<file path="src/rtl/mag_pkg.sv">
package mag_pkg;

  localparam int DATA_W = 64;
  localparam int LVL_W  = 2;
  localparam int SYN_W  = 6;

  typedef enum logic [LVL_W-1:0] {
    LVL0 = 2'd0,
    LVL1 = 2'd1,
    LVL2 = 2'd2,
    LVL3 = 2'd3
  } lvl_t;

  typedef struct packed {
    logic [1:0] op0;
    logic [2:0] op1;
    logic [3:0] crn;
    logic [3:0] crm;
    logic [2:0] op2;
  } sreg_enc_t;

  typedef struct packed {
    logic trap;
    logic undef;
    lvl_t target;
  } verdict_t;

  localparam sreg_enc_t ENC_USER_EN = '{op0: 2'b11, op1: 3'b011, crn: 4'b1101,
                                        crm: 4'b0010, op2: 3'b011};
  localparam logic [SYN_W-1:0] SYN_MON_ACCESS = 6'h18;

endpackage

</file>
<file path="src/rtl/mag_enc_match.sv">
module mag_enc_match
  import mag_pkg::*;
#(
  parameter sreg_enc_t SEL = ENC_USER_EN
) (
  input  logic      valid,
  input  sreg_enc_t enc,
  output logic      hit
);
  localparam int ENC_W = $bits(sreg_enc_t);

  logic [ENC_W-1:0] diff;

  always_comb diff = enc ^ SEL;

  assign hit = valid && (diff == '0);
endmodule

</file>
<file path="src/rtl/mag_route.sv">
module mag_route
  import mag_pkg::*;
(
  input  lvl_t     el,
  input  logic     is_write,
  input  logic     en,
  input  logic     lvl2_on,
  input  logic     host_redir,
  input  logic     lvl2_tam,
  input  logic     lvl3_on,
  input  logic     lvl3_tam,
  output verdict_t v
);
  logic chk_l2;
  logic chk_l3;

  always_comb begin
    chk_l2 = lvl2_on && lvl2_tam;
    chk_l3 = lvl3_on && lvl3_tam;
  end

  always_comb begin
    v = '{trap: 1'b0, undef: 1'b0, target: LVL0};
    unique case (el)
      LVL0: begin
        if (is_write) begin
          v.undef = 1'b1;
        end else if (!en) begin
          v.trap   = 1'b1;
          v.target = (lvl2_on && host_redir) ? LVL2 : LVL1;
        end else if (chk_l2) begin
          v.trap   = 1'b1;
          v.target = LVL2;
        end else if (chk_l3) begin
          v.trap   = 1'b1;
          v.target = LVL3;
        end
      end
      LVL1: begin
        if (chk_l2) begin
          v.trap   = 1'b1;
          v.target = LVL2;
        end else if (chk_l3) begin
          v.trap   = 1'b1;
          v.target = LVL3;
        end
      end
      LVL2: begin
        if (chk_l3) begin
          v.trap   = 1'b1;
          v.target = LVL3;
        end
      end
      default: begin
        v.trap = 1'b0;
      end
    endcase
  end
endmodule

</file>
<file path="src/rtl/mag_en_reg.sv">
module mag_en_reg #(
  parameter int DATA_W = 64,
  parameter int EN_POS = 0,
  parameter bit RST_VAL = 1'b0
) (
  input  logic              clk,
  input  logic              rst,
  input  logic              we,
  input  logic [DATA_W-1:0] wdata,
  output logic              en_q
);
  always_ff @(posedge clk) begin
    if (rst) begin
      en_q <= RST_VAL;
    end else if (we) begin
      en_q <= wdata[EN_POS];
    end
  end
endmodule

</file>
<file path="src/rtl/mon_access_gate.sv">
module mon_access_gate
  import mag_pkg::*;
#(
  parameter int EN_POS = 0
) (
  input  logic              clk,
  input  logic              rst,
  input  logic              req_valid,
  input  logic              req_write,
  input  logic [1:0]        cur_el,
  input  logic [1:0]        enc_op0,
  input  logic [2:0]        enc_op1,
  input  logic [3:0]        enc_crn,
  input  logic [3:0]        enc_crm,
  input  logic [2:0]        enc_op2,
  input  logic [63:0]       wdata,
  input  logic              lvl2_on,
  input  logic              host_redir,
  input  logic              lvl2_mon_trap,
  input  logic              lvl3_on,
  input  logic              lvl3_mon_trap,
  output logic              rsp_valid,
  output logic [63:0]       rdata,
  output logic              undef,
  output logic              trap_valid,
  output logic [1:0]        trap_level,
  output logic [5:0]        trap_class
);
  sreg_enc_t enc;
  logic      hit;
  logic      en_q;
  logic      wr_commit;
  verdict_t  v;

  always_comb enc = '{op0: enc_op0, op1: enc_op1, crn: enc_crn, crm: enc_crm, op2: enc_op2};

  mag_enc_match #(.SEL(ENC_USER_EN)) u_match (
    .valid (req_valid),
    .enc   (enc),
    .hit   (hit)
  );

  mag_route u_route (
    .el         (lvl_t'(cur_el)),
    .is_write   (req_write),
    .en         (en_q),
    .lvl2_on    (lvl2_on),
    .host_redir (host_redir),
    .lvl2_tam   (lvl2_mon_trap),
    .lvl3_on    (lvl3_on),
    .lvl3_tam   (lvl3_mon_trap),
    .v          (v)
  );

  assign wr_commit = hit && req_write && !v.trap && !v.undef;

  mag_en_reg #(.DATA_W(DATA_W), .EN_POS(EN_POS), .RST_VAL(1'b0)) u_en (
    .clk   (clk),
    .rst   (rst),
    .we    (wr_commit),
    .wdata (wdata),
    .en_q  (en_q)
  );

  always_comb begin
    rsp_valid  = hit;
    undef      = hit && v.undef;
    trap_valid = hit && v.trap;
    trap_level = trap_valid ? v.target : LVL0;
    trap_class = trap_valid ? SYN_MON_ACCESS : '0;
    rdata      = '0;
    if (hit && !req_write && !v.trap && !v.undef) begin
      rdata[EN_POS] = en_q;
    end
  end
endmodule

</file>
<file path="config.mk">
export PLATFORM = sky130hd
export DESIGN_NAME = mon_access_gate
export DESIGN_NICKNAME = d
export VERILOG_FILES = /design/src/rtl/mag_pkg.sv /design/src/rtl/mag_enc_match.sv /design/src/rtl/mag_route.sv /design/src/rtl/mag_en_reg.sv /design/src/rtl/mon_access_gate.sv
export SDC_FILE = /design/constraint.sdc
export NUM_CORES = 1
export LEC_CHECK = 0
export BUFFER_PORTS_ARGS = -buffer_cell sky130_fd_sc_hd__buf_4
export CORE_AREA = 2 2 65 67
export CTS_BUF_LIST = sky130_fd_sc_hd__clkbuf_4
export CTS_CLUSTER_DIAMETER = 100
export DETAILED_ROUTE_END_ITERATION = 6
export DIE_AREA = 0 0 67 69
export PLACE_DENSITY = 0.73
export SKIP_CTS_REPAIR_TIMING = 1
export SLEW_MARGIN = 5
export SYNTH_ARGS = -nofsm -noshare
export SYNTH_HDL_FRONTEND = slang
export SYNTH_SLANG_ARGS = --single-unit
</file>
<file path="constraint.sdc">
create_clock -name clk -period 2.36 [get_ports clk]
set_input_delay 0 -clock clk [delete_from_list [all_inputs] [get_ports clk]]
set_output_delay 0 -clock clk [all_outputs]
set_load 0.1 [all_outputs]
</file>
# After elaboration in Yosys (flattened, before gate mapping)
# Cells that the tools add are included.
# totals
reg_bits	1
input_bits	91
output_inout_bits	75
wordCells	37
# op_classes
n_eq_ne	2
mux	16
n_bitwise	1
reduce_logical	17
# ops
cell	n
$logic_not A16 Y1	1
$logic_and A1 B1 Y1	12
$mux W2	6
$not A10 Y10	1
$mux W1	7
$pmux W2 S3	1
$mux W5	1
$logic_not A1 Y1	3
$pmux W1 S3	1
$eq A2 B1 Y1 const B	1
$eq A2 B2 Y1 const B	1
$logic_not A2 Y1	1

# Longest topological paths before layout
# Gate-level depths: netlist (run 1).
# logic_depth
word_depth	10
mapped_depth	6
mapped_depth_nobuf	5

# By module
# A second synthesis (run 1) with hierarchy kept.
# unflattened
cells_unflattened	106
hier_area_um2	797.0
# modules_own_cells
module	instances	cells_each	area_each_um2	seq_area_each_um2
mon_access_gate	1	77	579.3	0.0
mag_route	1	19	125.1	0.0
mag_enc_match	1	7	58.8	0.0
mag_en_reg	1	3	33.8	20.0

# Worst setup path before layout (run 1)
# OpenSTA, ideal clock, no wires.
# synth_path
kind	in2out
start	in enc_op1[2]
end	out trap_class[3]
t_arrival_ps	2213
required_time_ps	2360
setup_slack_ps	147
stages	6
path_buffers	1
cell_sequence	nand4b_1 > or4_4 > or2_4 > or2_4 > inv_1 > buf_4
# synth_between
elab_chain_cells	4
# synth_rtl
element	line	source
from (decl)	mon_access_gate.sv:12	input logic [2:0] enc_op1,
$logic_not A16 Y1	mag_enc_match.sv:16	assign hit = valid && (diff == '0);
$logic_and A1 B1 Y1	mag_enc_match.sv:16	
$logic_and A1 B1 Y1	mon_access_gate.sv:68	trap_valid = hit && v.trap;
named net trap_valid	mon_access_gate.sv:25	output logic trap_valid,
$mux W5	mon_access_gate.sv:70	trap_class = trap_valid ? SYN_MON_ACCESS : '0;
to (decl)	mon_access_gate.sv:27	output logic [5:0] trap_class
# The timed path passes the listed nets, and every way through them passes these cells.

# Worst setup path in the final report (run 1)
# layout_path
start	in enc_op1[2]
end	out trap_level[1]
# layout_between
elab_chain_cells	4
# layout_rtl
element	line	source
$logic_not A16 Y1	mag_enc_match.sv:16	
$logic_and A1 B1 Y1	mag_enc_match.sv:16	
$logic_and A1 B1 Y1	mon_access_gate.sv:68	
$mux W2	mon_access_gate.sv:69	trap_level = trap_valid ? v.target : LVL0;
to (decl)	mon_access_gate.sv:26	output logic [1:0] trap_level,
# Every way passes these cells.

==> flow_metrics.env, run 1 <==
export IMPL_layout_common_cells="conb_1, buf_4, nand2_1, nor2_1"
export IMPL_diodes=0
export IMPL_avgViaCountPerCell=3.10
export IMPL_max_cap_violations=0
export IMPL_status="finished clean"
export IMPL_finalMaxSlewViolations=0
export IMPL_period_minus_slack_ns=1.71
export IMPL_drt_iter0_drc=23
export IMPL_rsz0062_at_grt="no"
export IMPL_p_sw_uw=481
export IMPL_crit_path_end_kind="output pin"
export IMPL_antenna_found_initial=0
export IMPL_num_io_pins=166
export IMPL_critPathArrivalTime_ns=1.71
export IMPL_ff2ff_setup_slack_ns=1.09
export IMPL_dp_hpwl_mm=1.34
export IMPL_synthCells=106
export IMPL_finalSetupViolations=0
export IMPL_coreArea_mm2=0.00391
export IMPL_crit_start="enc_op1[2]"
export IMPL_wl_per_cell_um=7.32
export IMPL_wl_mm=1.38
export IMPL_synth_lib_cells_used_distinct=28
export IMPL_combPwrFrac=0.968
export IMPL_critPathRequiredTime_ns=2.36
export IMPL_drc=0
export IMPL_max_freq_mhz=585
export IMPL_slowest_delay_ns=0.52
export IMPL_via_count=582
export IMPL_worst_path_buf_inv=2
export IMPL_post_route_period_util=0.725
export IMPL_cpMaxStageDelayCell="or4_4"
export IMPL_fp_dieH_um=69
export IMPL_hold_worst_slack_ns=0.252
export IMPL_power_density_mw_per_mm2=644
export IMPL_hold_class="primary input to flip-flop"
export IMPL_syn_cell_area_um2=776
export IMPL_peakVddDrop_mv=0.230
export IMPL_clk_latency_ns=0
export IMPL_clkPwrFrac=0
export IMPL_swShare=0.899
export IMPL_nets=231
export IMPL_r2r_start="u_en.en_q$_SDFFE_PP0P_"
export IMPL_grt_max_degree=8
export IMPL_place_congestion=0.662
export IMPL_cp_cell_sequence="buf_4, nand4b_1, or4_4, or2_4, or2_4, a21oi_2, buf_4"
export IMPL_yosysWarnings=0
export IMPL_die_area_mm2=0.00462
export IMPL_synth_top_flop_cell="dfxtp_1"
export IMPL_reg_largest_list="u_en.en_q (1)"
export IMPL_drive_gt1_frac=0.304
export IMPL_fill_cells=471
export IMPL_p_int_uw=53.8
export IMPL_synth_top_area_frac=0.668
export IMPL_synthTopCellsByArea="buf_4, dfxtp_1, nand2_1"
export IMPL_post_synth_cell_area_avg_um2=7.32
export IMPL_layout_commonest_cell="conb_1"
export IMPL_regMostFlops="u_en.en_q"
export IMPL_finalClockSkew_ns=0
export IMPL_rows=23
export IMPL_numPortBuffers=35
export IMPL_hold_path_startpoint="rst"
export IMPL_synth_edf_count=0
export IMPL_grtUsageTotal=0.0507
export IMPL_grt_overflow=0
export IMPL_grt_pass1_vias=440
export IMPL_path_clk_slew_ns=0
export IMPL_yosys_area_top_type="buf_4"
export IMPL_synth_seq_area_share=0.0258
export IMPL_finalSetupTns_ns=0
export IMPL_grt_pass1_wl_mm=1.93
export IMPL_worstSetupStartpointType="primary input"
export IMPL_ys_seq_elements=1
export IMPL_criticalPathCategory="primary input to output pin"
export IMPL_antenna_left=0
export IMPL_critPathTopFamily="simple AND/OR/NAND/NOR gates"
export IMPL_ys_async_sr_fraction=0
export IMPL_syn2layout_area_growth_pct=7.10
export IMPL_largest_register_ffs=1
export IMPL_firstDrtPassIters=4
export IMPL_p_seq_frac=0.032
export IMPL_die_w_um=67
export IMPL_worst_path_max_fanout=4
export IMPL_initial_utilization=0.198
export IMPL_p_leak_uw=0.000498
export IMPL_hold_viol_final=0
[worst reg2reg max path, stage by stage (launching register included)]
cell and delay [ns]:
dfxtp_1 0.40, a21oi_1 0.09, o211ai_1 0.31, a21boi_0 0.15, o21ba_1 0.20
[synth_stat cells (2+ instances only)]
cell type	instances
a21oi_1	2
inv_1	2
nor2_1	3
or2_4	2
nand2_1	5
buf_4	69
o21ai_0	2
[path summary, 6_finish.rpt]
check,end,cells past startpoint
min,u_en.en_q$_SDFFE_PP0P_,2
min reg2reg,u_en.en_q$_SDFFE_PP0P_,2
max,trap_level[1],7
max reg2reg,u_en.en_q$_SDFFE_PP0P_,4
[layout make-up]
type | count | area, µm² | area share
Inverter | 2 | 7.51 | 0.00904
Timing Repair Buffer | 35 | 263 | 0.316
Multi-Input combinational cell | 100 | 478 | 0.575
Sequential cell | 1 | 20.0 | 0.0241
Tap cell | 50 | 62.6 | 0.0753
[logic make-up (layout without fill, tap and decap cells)]
group | after synthesis | in the layout | synth area share
AOI/OAI and AO/OA | 11 | 11 | 0.0968
DFF | 1 | 1 | 0.0258
other | 1 | 67 | 0.00483
buffers and inverters | 71 | 37 | 0.677
and+or+nand+nor | 21 | 21 | 0.182
muxes | 1 | 1 | 0.0129
[through the flow]
step           instance area, µm²  setup WS (ns)  power (µW)  instances   util
4_1_cts                       831          0.621         533        188  0.212
3_3_place_gp                  831          0.635         532        188  0.212
3_5_place_dp                  831          0.621         533        188  0.212
5_1_grt                       831          0.557         547        188  0.212
6_report                      831          0.649         535        188  0.212
2_1_floorplan                1020          0.147         580        172      -
[power groups by stage]
stage / sequential [µW] / combinational, µW / clock, µW
2_1_floorplan: 17.3 / 563 / 0
3_3_place_gp: 17.3 / 515 / 0
3_5_place_dp: 17.3 / 516 / 0
4_1_cts: 17.3 / 516 / 0
5_1_grt: 17.3 / 530 / 0
6_report: 17.3 / 517 / 0
[layer usage]
metal	up-vias	share of wire	global-route usage
li1	275	-	-
met1	247	0.34	0.0661
met2	60	0.48	0.0946
met3	0	0.18	0.00326
met4	0	0	0
met5	-	0	0
(Power assumes the default switching activity.)
==> inputs of run 2 (changes only) <==
--- a/config.mk
+++ b/config.mk
@@ -11,7 +11,7 @@
 export CTS_CLUSTER_DIAMETER = 100
 export DETAILED_ROUTE_END_ITERATION = 6
 export DIE_AREA = 0 0 67 69
-export PLACE_DENSITY = 0.73
+export PLACE_DENSITY = 0.76
 export SKIP_CTS_REPAIR_TIMING = 1
 export SLEW_MARGIN = 5
 export SYNTH_ARGS = -nofsm -noshare
==> constraint.sdc (replaced) <==
create_clock -name clk -period 1.4 [get_ports clk]
set_input_delay 0 -clock clk [delete_from_list [all_inputs] [get_ports clk]]
set_output_delay 0 -clock clk [all_outputs]
set_load 0.1 [all_outputs]
==> run 2 against run 1 <==
  * The flow now finishes with violations (setup timing)
  * Sequential cell count did not move
  * Sequential power is 68% higher
  * Worst setup slack lost 0.91 ns
  * Wire length up 12%
  * Hold slack gained 0.0050 ns
  * Clock skew unchanged
  * Critical path type unchanged
  * Critical endpoint is now trap_valid
==> flow_metrics.env, run 2 (synthesis gave the netlist of run 1 again) <==
export IMPL_critPathRequiredTime_ns=1.40
export IMPL_via_count=612
export IMPL_place_congestion=0.603
export IMPL_violations="setup timing"
export IMPL_layout_commonest_cell="conb_1"
export IMPL_worstSetupStartpointType="primary input"
export IMPL_crit_start="enc_op1[2]"
export IMPL_avgViaCountPerCell=3.22
export IMPL_r2r_start="u_en.en_q$_SDFFE_PP0P_"
export IMPL_grt_pass1_wl_mm=1.93
export IMPL_grt_overflow=0
export IMPL_critPathArrivalTime_ns=1.66
export IMPL_finalSetupViolations=7
export IMPL_hold_viol_final=0
export IMPL_regMostFlops="u_en.en_q"
export IMPL_clk_latency_ns=0
export IMPL_drt_iter0_drc=25
export IMPL_drive_gt1_frac=0.336
export IMPL_drc=0
export IMPL_worst_slack_ns=-0.265
export IMPL_crit_path_end_kind="output pin"
export IMPL_peakVddDrop_mv=0.472
export IMPL_nets=233
export IMPL_criticalPathCategory="primary input to output pin"
export IMPL_hold_path_startpoint="rst"
export IMPL_firstDrtPassIters=4
export IMPL_power_uw=911
export IMPL_worst_path_max_fanout=4
export IMPL_hold_class="primary input to flip-flop"
export IMPL_num_io_pins=166
export IMPL_finalClockSkew_ns=0
export IMPL_finalMaxSlewViolations=0
export IMPL_period_minus_slack_ns=1.66
export IMPL_rows=23
export IMPL_reg_largest_list="u_en.en_q (1)"
export IMPL_grt_max_degree=8
export IMPL_post_route_period_util=1.19
export IMPL_die_area_mm2=0.00462
export IMPL_layout_common_cells="conb_1, buf_4, nand2_1, buf_12"
export IMPL_antenna_found_initial=0
export IMPL_diodes=0
export IMPL_max_freq_mhz=601
export IMPL_power_density_mw_per_mm2=941
export IMPL_fp_dieH_um=69
export IMPL_coreArea_mm2=0.00391
export IMPL_place_area_um2=861
export IMPL_dp_hpwl_mm=1.35
export IMPL_antenna_left=0
export IMPL_grt_pass1_vias=446
export IMPL_design_area_um2=968
export IMPL_wl_mm=1.54
export IMPL_rsz0062_at_grt="yes"
export IMPL_syn2layout_area_growth_pct=24.8
export IMPL_hold_worst_slack_ns=0.257
export IMPL_grtUsageTotal=0.0507
export IMPL_numPortBuffers=35
export IMPL_initial_utilization=0.198
export IMPL_path_clk_slew_ns=0
export IMPL_wl_per_cell_um=8.08
export IMPL_p_leak_uw=0.000526
export IMPL_max_cap_violations=0
export IMPL_die_w_um=67
export IMPL_status="finished with violations"
export IMPL_largest_register_ffs=1
[run 2: worst max-delay path, stage by stage]
cell and delay (ns):
buf_6 0.09, nand4b_1 0.15, or4_4 0.53, or2_4 0.26
or2_4 0.27, clkinvlp_4 0.15, buf_8 0.21
[run 2: power by group]
group,leakage (µW),internal (µW),switching [µW]
clock network,0,0,0
registers,0.00000805,29.1,0.0000832
logic,0.000518,65.4,816
[run 2: worst paths after layout]
check	end	slack, ns	cells after the start
setup reg to reg	u_en.en_q$_SDFFE_PP0P_	0.21	4
hold / removal	u_en.en_q$_SDFFE_PP0P_	0.26	2
hold reg to reg	u_en.en_q$_SDFFE_PP0P_	0.69	2
setup / recovery	trap_valid	-0.26	7
[run 2: per-stage QoR]
| step | util | setup TNS [ns] | instances | setup slack (ns) |
|---|---|---|---|---|
| detailed placement | 0.220 | -2.16 | 189 | -0.345 |
| floorplan | - | -2.00 | 172 | -0.403 |
| finish | 0.247 | -1.57 | 190 | -0.265 |
| CTS | 0.220 | -2.16 | 189 | -0.345 |
| global placement | 0.220 | -2.03 | 189 | -0.332 |
| global route | 0.247 | -2.01 | 190 | -0.319 |
[run 2: per-layer routing]
layer / track usage / share of wire / vias up
li1: - / - / 281
met1: 0.0562 / 0.27 / 267
met2: 0.105 / 0.55 / 64
met3: 0.00489 / 0.18 / 0
met4: 0 / 0 / 0
met5: 0 / 0 / -
[run 2: final cells by class]
class,instances,area (µm²)
fillers,441,2950
flip-flops and latches,1,20.0
well taps,50,62.6
inverters,2,11.3
repair buffers,37,363
multi-input cells,100,512
==> inputs of run 3 (changes only) <==
--- a/config.mk
+++ b/config.mk
@@ -11,6 +11,7 @@
 export CTS_CLUSTER_DIAMETER = 100
 export DETAILED_ROUTE_END_ITERATION = 6
 export DIE_AREA = 0 0 67 69
+export MAX_ROUTING_LAYER = met4
 export PLACE_DENSITY = 0.76
 export SKIP_CTS_REPAIR_TIMING = 1
 export SLEW_MARGIN = 5
==> run 3 against run 2 <==
  * The run still ends with setup timing left
  * Final cell count unchanged
  * Maximum frequency about the same
  * Wire length about the same
  * Cell area unchanged
  * Total power about the same
  * Largest cell class unchanged
  * Utilization unchanged
  * Combinational power about the same
  * Sequential share of layout area unchanged
  * Sequential power about the same
  * First-iteration DRC count unchanged
  * Critical path type unchanged
==> flow_metrics.env, run 3 (synthesis gave the netlist of run 1 again) <==
export IMPL_max_freq_mhz=601
export IMPL_post_route_period_util=1.19
export IMPL_grt_overflow=0
export IMPL_grt_pass1_vias=446
export IMPL_antenna_found_initial=0
export IMPL_period_minus_slack_ns=1.66
export IMPL_path_clk_slew_ns=0
export IMPL_criticalPathCategory="primary input to output pin"
export IMPL_min_path_cells=2
export IMPL_crit_start="enc_op1[2]"
export IMPL_hold_viol_final=0
export IMPL_drt_iter0_drc=25
export IMPL_worstSetupStartpointType="primary input"
export IMPL_initial_utilization=0.198
export IMPL_critPathRequiredTime_ns=1.40
export IMPL_antenna_left=0
export IMPL_regMostFlops="u_en.en_q"
export IMPL_clk_latency_ns=0
export IMPL_coreArea_mm2=0.00391
export IMPL_p_leak_uw=0.000526
export IMPL_wl_mm=1.54
export IMPL_num_io_pins=166
export IMPL_drive_gt1_frac=0.336
export IMPL_peakVddDrop_mv=0.472
export IMPL_r2r_end="u_en.en_q$_SDFFE_PP0P_"
export IMPL_crit_path_end_kind="output pin"
export IMPL_rr_worst_depth=4
export IMPL_max_cap_violations=0
export IMPL_grt_pass1_wl_mm=1.93
export IMPL_drc=0
export IMPL_die_w_um=67
export IMPL_dp_hpwl_mm=1.35
export IMPL_finalClockSkew_ns=0
export IMPL_place_congestion=0.607
export IMPL_finalMaxSlewViolations=0
export IMPL_ff2ff_setup_slack_ns=0.21
export IMPL_whs_endpoint="u_en.en_q$_SDFFE_PP0P_"
export IMPL_rows=23
export IMPL_syn2layout_area_growth_pct=24.8
export IMPL_status="finished with violations"
export IMPL_fp_dieH_um=69
export IMPL_diodes=0
export IMPL_die_area_mm2=0.00462
export IMPL_largest_register_ffs=1
export IMPL_numPortBuffers=35
export IMPL_power_uw=911
export IMPL_worst_slack_ns=-0.264
export IMPL_nets=233
export IMPL_worst_path_max_fanout=4
export IMPL_finalSetupTns_ns=-1.56
export IMPL_finalSetupViolations=7
export IMPL_r2r_start="u_en.en_q$_SDFFE_PP0P_"
export IMPL_layout_common_cells="conb_1, buf_4, nand2_1, buf_12"
export IMPL_violations="setup timing"
export IMPL_hold_class="primary input to flip-flop"
export IMPL_critPathArrivalTime_ns=1.66
export IMPL_hold_path_startpoint="rst"
export IMPL_power_density_mw_per_mm2=941
export IMPL_avgViaCountPerCell=3.22
export IMPL_layout_commonest_cell="conb_1"
export IMPL_grtUsageTotal=0.0520
export IMPL_wl_per_cell_um=8.08
export IMPL_rsz0062_at_grt="yes"
export IMPL_firstDrtPassIters=4
export IMPL_grt_max_degree=8
export IMPL_reg_largest_list="u_en.en_q (1)"
export IMPL_via_count=612
==> run 3: area by class of cell <==
cell class	instances	area, µm²
fill	441	2950
sequential	1	20.0
tap	50	62.6
multi-input combinational	100	512
inverter	2	11.3
timing repair buffer	37	363
==> run 3: layer usage <==
layer  wire, µm  up-vias  share of wire  track usage
li1           -      281              -            -
met1        413      267           0.27       0.0571
met2        848       64           0.55        0.105
met3        274        0           0.18      0.00326
met4          0        0              0            0
met5          0        -              0            -
==> run 3: worst max-delay path, stage by stage <==
cell	delay, ns
buf_6	0.09
nand4b_1	0.15
or4_4	0.53
or2_4	0.26
or2_4	0.27
clkinvlp_4	0.15
buf_8	0.21
==> run 3: stage by stage <==
stage           util  setup WS (ns)  std cells  area (µm²)  hold slack, ns
2_1_floorplan      -         -0.403        172        1070           0.167
3_3_place_gp   0.220         -0.332        189         861           0.252
3_5_place_dp   0.220         -0.345        189         861           0.263
4_1_cts        0.220         -0.345        189         861           0.263
5_1_grt        0.247         -0.319        190         968           0.278
6_report       0.247         -0.264        190         968           0.257
==> run 3: power by group <==
group          switching, µW  internal, µW
Sequential         0.0000832          29.1
Clock                      0             0
Combinational            816          65.4
Total                    816          94.5
==> run 3: how the worst max path moves through the flow <==
stage | end | slack [ns] | cells after the start
after global placement | trap_level[1] | -0.33 | 7
final | trap_valid | -0.26 | 7
after global routing | trap_valid | -0.32 | 7
after floorplan | trap_class[3] | -0.40 | 6
after CTS | trap_level[1] | -0.35 | 7
after detailed placement | trap_level[1] | -0.35 | 7
